[src/rtl/lockout_pkg.sv]
package lockout_pkg;
    localparam int unsigned LKO_DEF_INITS  = 4;
    localparam int unsigned LKO_DEF_WINDOW = 16;

    function automatic int unsigned lko_cnt_width(input int unsigned window);
        return $clog2(window + 1);
    endfunction
endpackage

[src/rtl/lockout_window_timer.sv]
module lockout_window_timer
    import lockout_pkg::*;
#(
    parameter int unsigned N_INIT = LKO_DEF_INITS,
    parameter int unsigned WINDOW = LKO_DEF_WINDOW
) (
    input  logic              clk,
    input  logic              rst_n,
    input  logic              enable,
    input  logic [N_INIT-1:0] grant,
    input  logic              suppress,
    input  logic              frame_start,
    input  logic              bus_idle,
    output logic              expire
);
    localparam int unsigned CW = lko_cnt_width(WINDOW);

    typedef struct packed {
        logic [N_INIT-1:0] gnt;
        logic [CW-1:0]     cnt;
    } timer_t;

    timer_t st_d, st_q;
    logic          held;
    logic [CW-1:0] base;

    always_comb begin
        held   = (grant == st_q.gnt) && (|grant);
        base   = held ? st_q.cnt : '0;
        st_d   = st_q;
        st_d.gnt = grant;
        st_d.cnt = base;
        expire = 1'b0;
        if (!enable || !(|grant) || frame_start || suppress) begin
            st_d.cnt = '0;
        end else if (bus_idle) begin
            if (base == CW'(WINDOW - 1)) begin
                expire   = 1'b1;
                st_d.cnt = '0;
            end else begin
                st_d.cnt = base + CW'(1);
            end
        end
    end

    always_ff @(posedge clk or negedge rst_n) begin
        if (!rst_n) st_q <= '0;
        else        st_q <= st_d;
    end
endmodule

[src/rtl/lockout_mask_bank.sv]
module lockout_mask_bank
    import lockout_pkg::*;
#(
    parameter int unsigned N_INIT = LKO_DEF_INITS
) (
    input  logic              clk,
    input  logic              rst_n,
    input  logic              enable,
    input  logic [N_INIT-1:0] set_vec,
    input  logic [N_INIT-1:0] req,
    output logic [N_INIT-1:0] mask
);
    logic [N_INIT-1:0] mask_d, mask_q;

    for (genvar i = 0; i < N_INIT; i++) begin : g_bit
        always_comb begin
            mask_d[i] = enable && (set_vec[i] || (mask_q[i] && req[i]));
        end
    end

    always_ff @(posedge clk or negedge rst_n) begin
        if (!rst_n) mask_q <= '0;
        else        mask_q <= mask_d;
    end

    assign mask = mask_q;
endmodule

[src/rtl/lockout_monitor.sv]
module lockout_monitor
    import lockout_pkg::*;
#(
    parameter int unsigned N_INIT = LKO_DEF_INITS,
    parameter int unsigned WINDOW = LKO_DEF_WINDOW
) (
    input  logic              clk,
    input  logic              rst_n,
    input  logic              enable,
    input  logic [N_INIT-1:0] grant,
    input  logic [N_INIT-1:0] req,
    input  logic              frame_start,
    input  logic              bus_idle,
    output logic [N_INIT-1:0] lock_mask,
    output logic              revoke
);
    logic              expire;
    logic              suppress;
    logic [N_INIT-1:0] set_vec;
    logic              revoke_d, revoke_q;

    always_comb begin
        suppress = |(grant & lock_mask);
        set_vec  = expire ? grant : '0;
        revoke_d = expire;
    end

    lockout_window_timer #(.N_INIT(N_INIT), .WINDOW(WINDOW)) u_timer (
        .clk         (clk),
        .rst_n       (rst_n),
        .enable      (enable),
        .grant       (grant),
        .suppress    (suppress),
        .frame_start (frame_start),
        .bus_idle    (bus_idle),
        .expire      (expire)
    );

    lockout_mask_bank #(.N_INIT(N_INIT)) u_bank (
        .clk     (clk),
        .rst_n   (rst_n),
        .enable  (enable),
        .set_vec (set_vec),
        .req     (req),
        .mask    (lock_mask)
    );

    always_ff @(posedge clk or negedge rst_n) begin
        if (!rst_n) revoke_q <= 1'b0;
        else        revoke_q <= revoke_d;
    end

    assign revoke = revoke_q;
endmodule

[config.mk]
export PLATFORM = sky130hd
export DESIGN_NAME = lockout_monitor
export DESIGN_NICKNAME = d
export VERILOG_FILES = /design/src/rtl/lockout_pkg.sv /design/src/rtl/lockout_window_timer.sv /design/src/rtl/lockout_mask_bank.sv /design/src/rtl/lockout_monitor.sv
export SDC_FILE = /design/constraint.sdc
export NUM_CORES = 1
export LEC_CHECK = 0
export ABC_AREA = 1
export BUFFER_PORTS_ARGS = -buffer_cell sky130_fd_sc_hd__buf_4
export CORE_AREA = 2 2 42 44
export DETAILED_ROUTE_END_ITERATION = 8
export DIE_AREA = 0 0 44 46
export HOLD_SLACK_MARGIN = 0.08
export PLACE_DENSITY = 0.76
export SETUP_SLACK_MARGIN = 0.02
export SYNTH_ARGS = -nofsm -noshare
export SYNTH_HDL_FRONTEND = slang
export SYNTH_HIERARCHICAL = 1
export SYNTH_SLANG_ARGS = --single-unit
[constraint.sdc]
create_clock -name clk -period 3.7 [get_ports clk]
set_input_delay 0 -clock clk [delete_from_list [all_inputs] [get_ports clk]]
set_output_delay 0 -clock clk [all_outputs]
set_load 0.02 [all_outputs]
# ---- Yosys cells after proc, flatten, opt, wreduce, memory -nomap -nowiden
# Index checks and enable logic that the tools add are counted.
dict set report totals {
  reg_bits 14
  output_inout_bits 5
  inputBits 13
  elab_cells 36
}
dict set report classes {
  addsub 1
  bitwise 1
  reduce_logical 20
  n_eq_ne 2
  muxes 8
}
# op count
set ops {}
lappend ops {{$mux W5} 4}
lappend ops {{$logic_and A1 B1 Y1} 9}
lappend ops {{$reduce_or A4 Y1} 2}
lappend ops {{$logic_or A1 B1 Y1} 7}
lappend ops {{$add A5 B1 Y5 const B} 1}
lappend ops {{$eq A5 B4 Y1 const B} 1}
lappend ops {{$and A4 B4 Y4} 1}
lappend ops {{$eq A4 B4 Y1} 1}
lappend ops {{$mux W4} 1}
lappend ops {{$mux W1} 3}
lappend ops {{$logic_not A1 Y1} 2}

# ---- Longest topological paths before layout
dict set report depth {
  depth_word 10
  mapped_depth 15
  depth_no_buf 15
}

# ---- Cells and area by module
# Netlist, hierarchy kept.
# module seq_area_each_um2 instances cells_per_inst area_per_inst_um2
set by_module_without_submodules {}
lappend by_module_without_submodules {lockout_window_timer 225.2 1 71 540.5}
lappend by_module_without_submodules {lockout_mask_bank 100.1 1 17 168.9}
lappend by_module_without_submodules {lockout_monitor 25.0 1 18 88.8}

# ---- Worst setup path before layout
# No wires, ideal clock.
dict set report synth_path {
  kind {register to register}
  start {reg u_timer/st_q[5] (netlist bit)}
  end {reg u_bank.mask_q[0], in the netlist u_bank/mask[0]}
  setup_ns 0.073
  synth_period_minus_slack_ns 1.828
  arrival_ns 1.755
  n_path_buf 0
  stages_incl_launch_ff 15
  slack_ns 1.872
  t_required_ns 3.627
  path_cell_list {dfrtp_1 -> nand2_1 -> nand2_1 -> nor2_4 -> nand3_1 -> nor2_1 -> ha_1 -> nand2_1 -> nor2_2 -> nand3_2 -> nor2_1 -> nand2_1 -> inv_1 -> inv_1 -> a21oi_2}
}
dict set report synth_via {
  elab_chain_cells 10
}
# item line
set synth_lines {}
lappend synth_lines {{start, declared} lockout_window_timer.sv:23} ;# timer_t st_d, st_q;
lappend synth_lines {{start signal, assigned} lockout_window_timer.sv:48} ;# else st_q <= st_d;
lappend synth_lines {{$eq A4 B4 Y1} lockout_window_timer.sv:28} ;# held = (grant == st_q.gnt) && (|grant);
lappend synth_lines {{$logic_and A1 B1 Y1} lockout_window_timer.sv:28}
lappend synth_lines {{$mux W5} lockout_window_timer.sv:29} ;# base = held ? st_q.cnt : '0;
lappend synth_lines {{$eq A5 B4 Y1} lockout_window_timer.sv:37} ;# if (base == CW'(WINDOW - 1)) begin
lappend synth_lines {{$mux W1} lockout_window_timer.sv:37}
lappend synth_lines {{$mux W1} lockout_window_timer.sv:36} ;# end else if (bus_idle) begin
lappend synth_lines {{$mux W1} lockout_window_timer.sv:34} ;# if (!enable || !(|grant) || frame_start || suppress) begin
lappend synth_lines {{net expire} lockout_monitor.sv:17} ;# logic expire;
lappend synth_lines {{$mux W4} lockout_monitor.sv:24} ;# set_vec = expire ? grant : '0;
lappend synth_lines {{net set_vec[0]} lockout_monitor.sv:19} ;# logic [N_INIT-1:0] set_vec;
lappend synth_lines {{$logic_or A1 B1 Y1} lockout_mask_bank.sv:17} ;# mask_d[i] = enable && (set_vec[i] || (mask_q[i] && req[i]));
lappend synth_lines {{$logic_and A1 B1 Y1} lockout_mask_bank.sv:17}
lappend synth_lines {{net u_bank.mask_d[0]} lockout_mask_bank.sv:13} ;# logic [N_INIT-1:0] mask_d, mask_q;
lappend synth_lines {{end signal, assigned} lockout_mask_bank.sv:23} ;# else mask_q <= mask_d;
lappend synth_lines {{end, declared} lockout_mask_bank.sv:13}
# The timed path passes the listed nets, and every way through them passes these cells.

# ---- Final worst setup path
dict set report layout_path {
  start {in grant[2]}
  end {reg u_bank.mask_q[1], in the netlist u_bank/mask[1]}
}
dict set report layout_via {
  elab_chain_cells 10
  word_cells_on_any_way 17
  classes_between {eq/ne: 2; mux: 5; bitwise: 1; reduce/logical: 9}
}
# item line
set layout_lines {}
lappend layout_lines {{start, declared} lockout_monitor.sv:10} ;# input logic [N_INIT-1:0] grant,
lappend layout_lines {{$eq A4 B4 Y1 / $reduce_or A4 Y1 (equally long branches)} {lockout_window_timer.sv:28, lockout_window_timer.sv:34}}
lappend layout_lines {{$logic_and A1 B1 Y1} lockout_window_timer.sv:28}
lappend layout_lines {{$mux W5} lockout_window_timer.sv:29}
lappend layout_lines {{$eq A5 B4 Y1} lockout_window_timer.sv:37}
lappend layout_lines {{$mux W1} lockout_window_timer.sv:37}
lappend layout_lines {{$mux W1} lockout_window_timer.sv:36}
lappend layout_lines {{$mux W1 *} lockout_window_timer.sv:34}
lappend layout_lines {{net expire} lockout_monitor.sv:17}
lappend layout_lines {{$mux W4 *} lockout_monitor.sv:24}
lappend layout_lines {{net set_vec[1]} lockout_monitor.sv:19}
lappend layout_lines {{$logic_or A1 B1 Y1 *} lockout_mask_bank.sv:17}
lappend layout_lines {{$logic_and A1 B1 Y1 *} lockout_mask_bank.sv:17}
lappend layout_lines {{net u_bank.mask_d[1]} lockout_mask_bank.sv:13}
# Mark *: on every way through the listed nets, which the timed path passes. The rest lies on a longest branch.

==> results.md <==
- Max-slew violation count: 0
- Hold/Removal Path Class: in2async
- Post-Route WL: approximately 1800 microns
- Syn_area_per_cell: 7.531 sq um
- Unrepaired setup endpoints after global routing: no
- Crit path max fanout: 5
- Syn Std Cell Area: 798.3 sq um
- Gr usage total: 0.2164
- Rel. slew slack: 0.8304
- Setup ws final: 0.9822 ns
- Worst-margin pin slew: about 0.25 ns
- Filler Cell Count: approximately 120
- Routed len/inst: 11.66 microns
- Antenna cell count: 0
- Top-count cell post-synth: nand2_1
- Period minus WS final: between 2 and 3 ns
- Tot Pwr: around 0.31 mW
- Yosys top cell by area: dfrtp_1
- Pwr dens: 277.9 nW/um^2
- EDFF count, synth: 0
- Slowest cell delay on critical path: between 0.5 and 0.6 ns
- Worst-Skew Late Latency: about 0.28 ns
- Critical path arrival: 2.94 ns
- Synth Flop Type: dfrtp_1
- Setup bufs post-CTS: 0
- CP bufs+invs: 6
- CTS tree: built
- First-pass GRT wire length: roughly 3100 microns
- DR vias: around 760
- Final Setup Violations: 0
- Placed wire-length estimate: about 1300 microns
- Routed vias/inst: between 4 and 5
- Nets@finish: roughly 160
- Area contributors post-synth: dfrtp_1, nand2_1, inv_1, a21oi_2, nand4_2
- Yosys reg bits: 14
- Crit share post-route: 0.7345
- Most frequent cells after synthesis: nand2_1, inv_1, dfrtp_1
- IO Pins: 18
- Largest net degree at the start of global routing: 15
- Post-CTS sizing: 0
- Kind of cell adding the most delay to the critical path: buffers and inverters
- Area growth, synth to finish: 40.75%
- Ys async rst share: 1.000
- Pre-CTS worst setup slack: approximately 1.6 ns
- DR iter-0 viols: 22
- DRC viols: 0
- WP data required: between 3 and 4 ns
- Leak: about 0.6 nW
- Synth warn: 6
- F_max: roughly 370 MHz
- Core Region: around 1600 sq um
- Row count: 15
- Initial antenna violation count: 0
- Layout cell share with drive strength beyond 1: 0.2624
- Die Span X: roughly 44 microns
- Critical Path, Cell by Cell: dlygate4sd3_1 > buf_4 > inv_1 > nand2_1 > nand2_2 > nor2_4 > nand3_1 > nor2_1 > ha_1 > nand2_1 > nor2_2 > nand3_2 > nor2_1 > nand2_1 > inv_1 > inv_1 > a21oi_2 > dlygate4sd3_1
- Type of the worst setup path: in2reg
- Post-synth cell types: 20
- Initial core utilization: 0.4946
- CP max stage cell: dlygate4sd3_1
- Max-cap violation count: 0
- Port Buffers: 17
- Startpoint types: primary input
- Drt first pass iters: 4
- Vias in the first global route: between 700 and 800
- Die Y: 46 microns
- Final hold vios: 0
- Final GP Congestion: between 0.8 and 0.9
- Die ar.: ~2000 sq um
- CTS clk-pin slew, worst paths: 0.09 ns
- Clk sinks: 14
- Setup_tns: 0 ns
- # hold bufs at CTS: 14
- Syn Inst Count: between 100 and 150
- H-tree lvl count: 1
- Final ANT Viol Nets: 0
- Sequential cell area fraction in the yosys report: 0.4389
- Syn Nets: 120
- Root buf cell: clkbuf_4
- Maximum clock path buffer count: 2
- Worst Skew: roughly 0.0046 ns
- Worst Setup End Kind: flip-flop
- Maximum vdd drop: 0.0002611 V
- Grt ovf: 0
- Inserted Clock Buffers: 3
- Run status: completed
- Post-synth top area share: 0.4389
## sequential cells by signal, indices dropped and copies added (netlist names)
signal,cells
revoke,1
u_bank/mask,4
u_timer/st_q,9
## kinds of logic after synthesis
logic type	Yosys count	share of synthesized area
simple gates	56	0.3448
compound gates	7	0.06269
xor+xnor	1	0.01097
buf+inv	27	0.1270
flops	14	0.4389
fa+ha+maj	1	0.01567
## through the flow
step                      cell area [sq um]  hold slack, ns    util  std cells
after floorplan                       798.3         -0.2956       -        106
after global placement                947.2         -0.1435  0.5868        140
after detailed placement              947.2         -0.1376  0.5868        140
after CTS                              1124         0.09800  0.6961        158
after global routing                   1124          0.1109  0.6961        158
final                                  1124          0.1011  0.6961        158
## per-layer routing
metal / vias to the layer above / share of wire / track usage
met5: - / 0 / 0
met3: 4 / 0.027 / 0.03968
met2: 15 / 0.54 / 0.3912
met4: 0 / 0.015 / 0.1091
met1: 360 / 0.42 / 0.2425
li1: 384 / - / -
## placed cells by master (no fill, tap or decap)
| cell type | n |
|---|---|
| dlygate4sd3_1 | 14 |
| nand4_2 | 2 |
| nand3_2 | 1 |
| buf_4 | 17 |
| inv_1 | 26 |
| and2_2 | 1 |
| clkbuf_4 | 3 |
| o21ai_0 | 2 |
| nor2_4 | 2 |
| nor2_1 | 6 |
| clkbuf_8 | 1 |
| ha_1 | 1 |
| nand3_1 | 2 |
| nand4_1 | 1 |
| nor2_2 | 4 |
| xor2_1 | 1 |
| inv_2 | 1 |
| nand2_1 | 34 |
| nand2_2 | 1 |
| a21oi_2 | 4 |
| dfrtp_1 | 14 |
| nor3b_1 | 1 |
| a21oi_1 | 1 |
| nor3_1 | 1 |
## report_power, final
part | switching (mW) | internal, mW | total, mW | leakage [nW]
Clock | 0.0510 | 0.0598 | 0.111 | 0.0210
Combinational | 0.0226 | 0.0216 | 0.0442 | 0.406
Sequential | 0.00132 | 0.156 | 0.157 | 0.186
Total | 0.0749 | 0.237 | 0.312 | 0.613
## path summary, 6_finish.rpt
| kind | start | to | slack, ns | cells after the start |
|---|---|---|---|---|
| max reg2reg | u_timer/st_q[7]$_DFF_PN0_ | u_bank/mask[1]$_DFF_PN0_ | 1.02 | 15 |
| min in group clk | frame_start | u_timer/st_q[0]$_DFF_PN0_ | 0.20 | 5 |
| max | grant[2] | u_bank/mask[1]$_DFF_PN0_ | 0.98 | 18 |
| min reg2reg | u_timer/st_q[3]$_DFF_PN0_ | u_timer/st_q[4]$_DFF_PN0_ | 0.57 | 3 |
| min | rst_n | u_timer/st_q[5]$_DFF_PN0_ | 0.10 | 2 |
| max in group asynchronous | rst_n | revoke$_DFF_PN0_ | 3.43 | 2 |
## worst reg2reg max path, stage by stage (launching register included)
cell and delay [ns]:
dfrtp_1 0.38, nand2_1 0.08, nand2_2 0.06, nor2_4 0.14, nand3_1 0.16, nor2_1 0.17, ha_1 0.16, nand2_1 0.08
nor2_2 0.15, nand3_2 0.10, nor2_1 0.23, nand2_1 0.10, inv_1 0.07, inv_1 0.05, a21oi_2 0.13, dlygate4sd3_1 0.57
## final cells by class
class / instances / area, sq um / share of cell area
timing repair buffer: 31 / 267.8 / 0.2383
clock buffer: 4 / 36.28 / 0.03229
tap: 17 / 21.27 / 0.01893
multi-input combinational: 65 / 346.6 / 0.3085
sequential: 14 / 350.3 / 0.3118
inverter: 27 / 101.3 / 0.09020
Note: power is estimated with default switching activity, not from simulation.
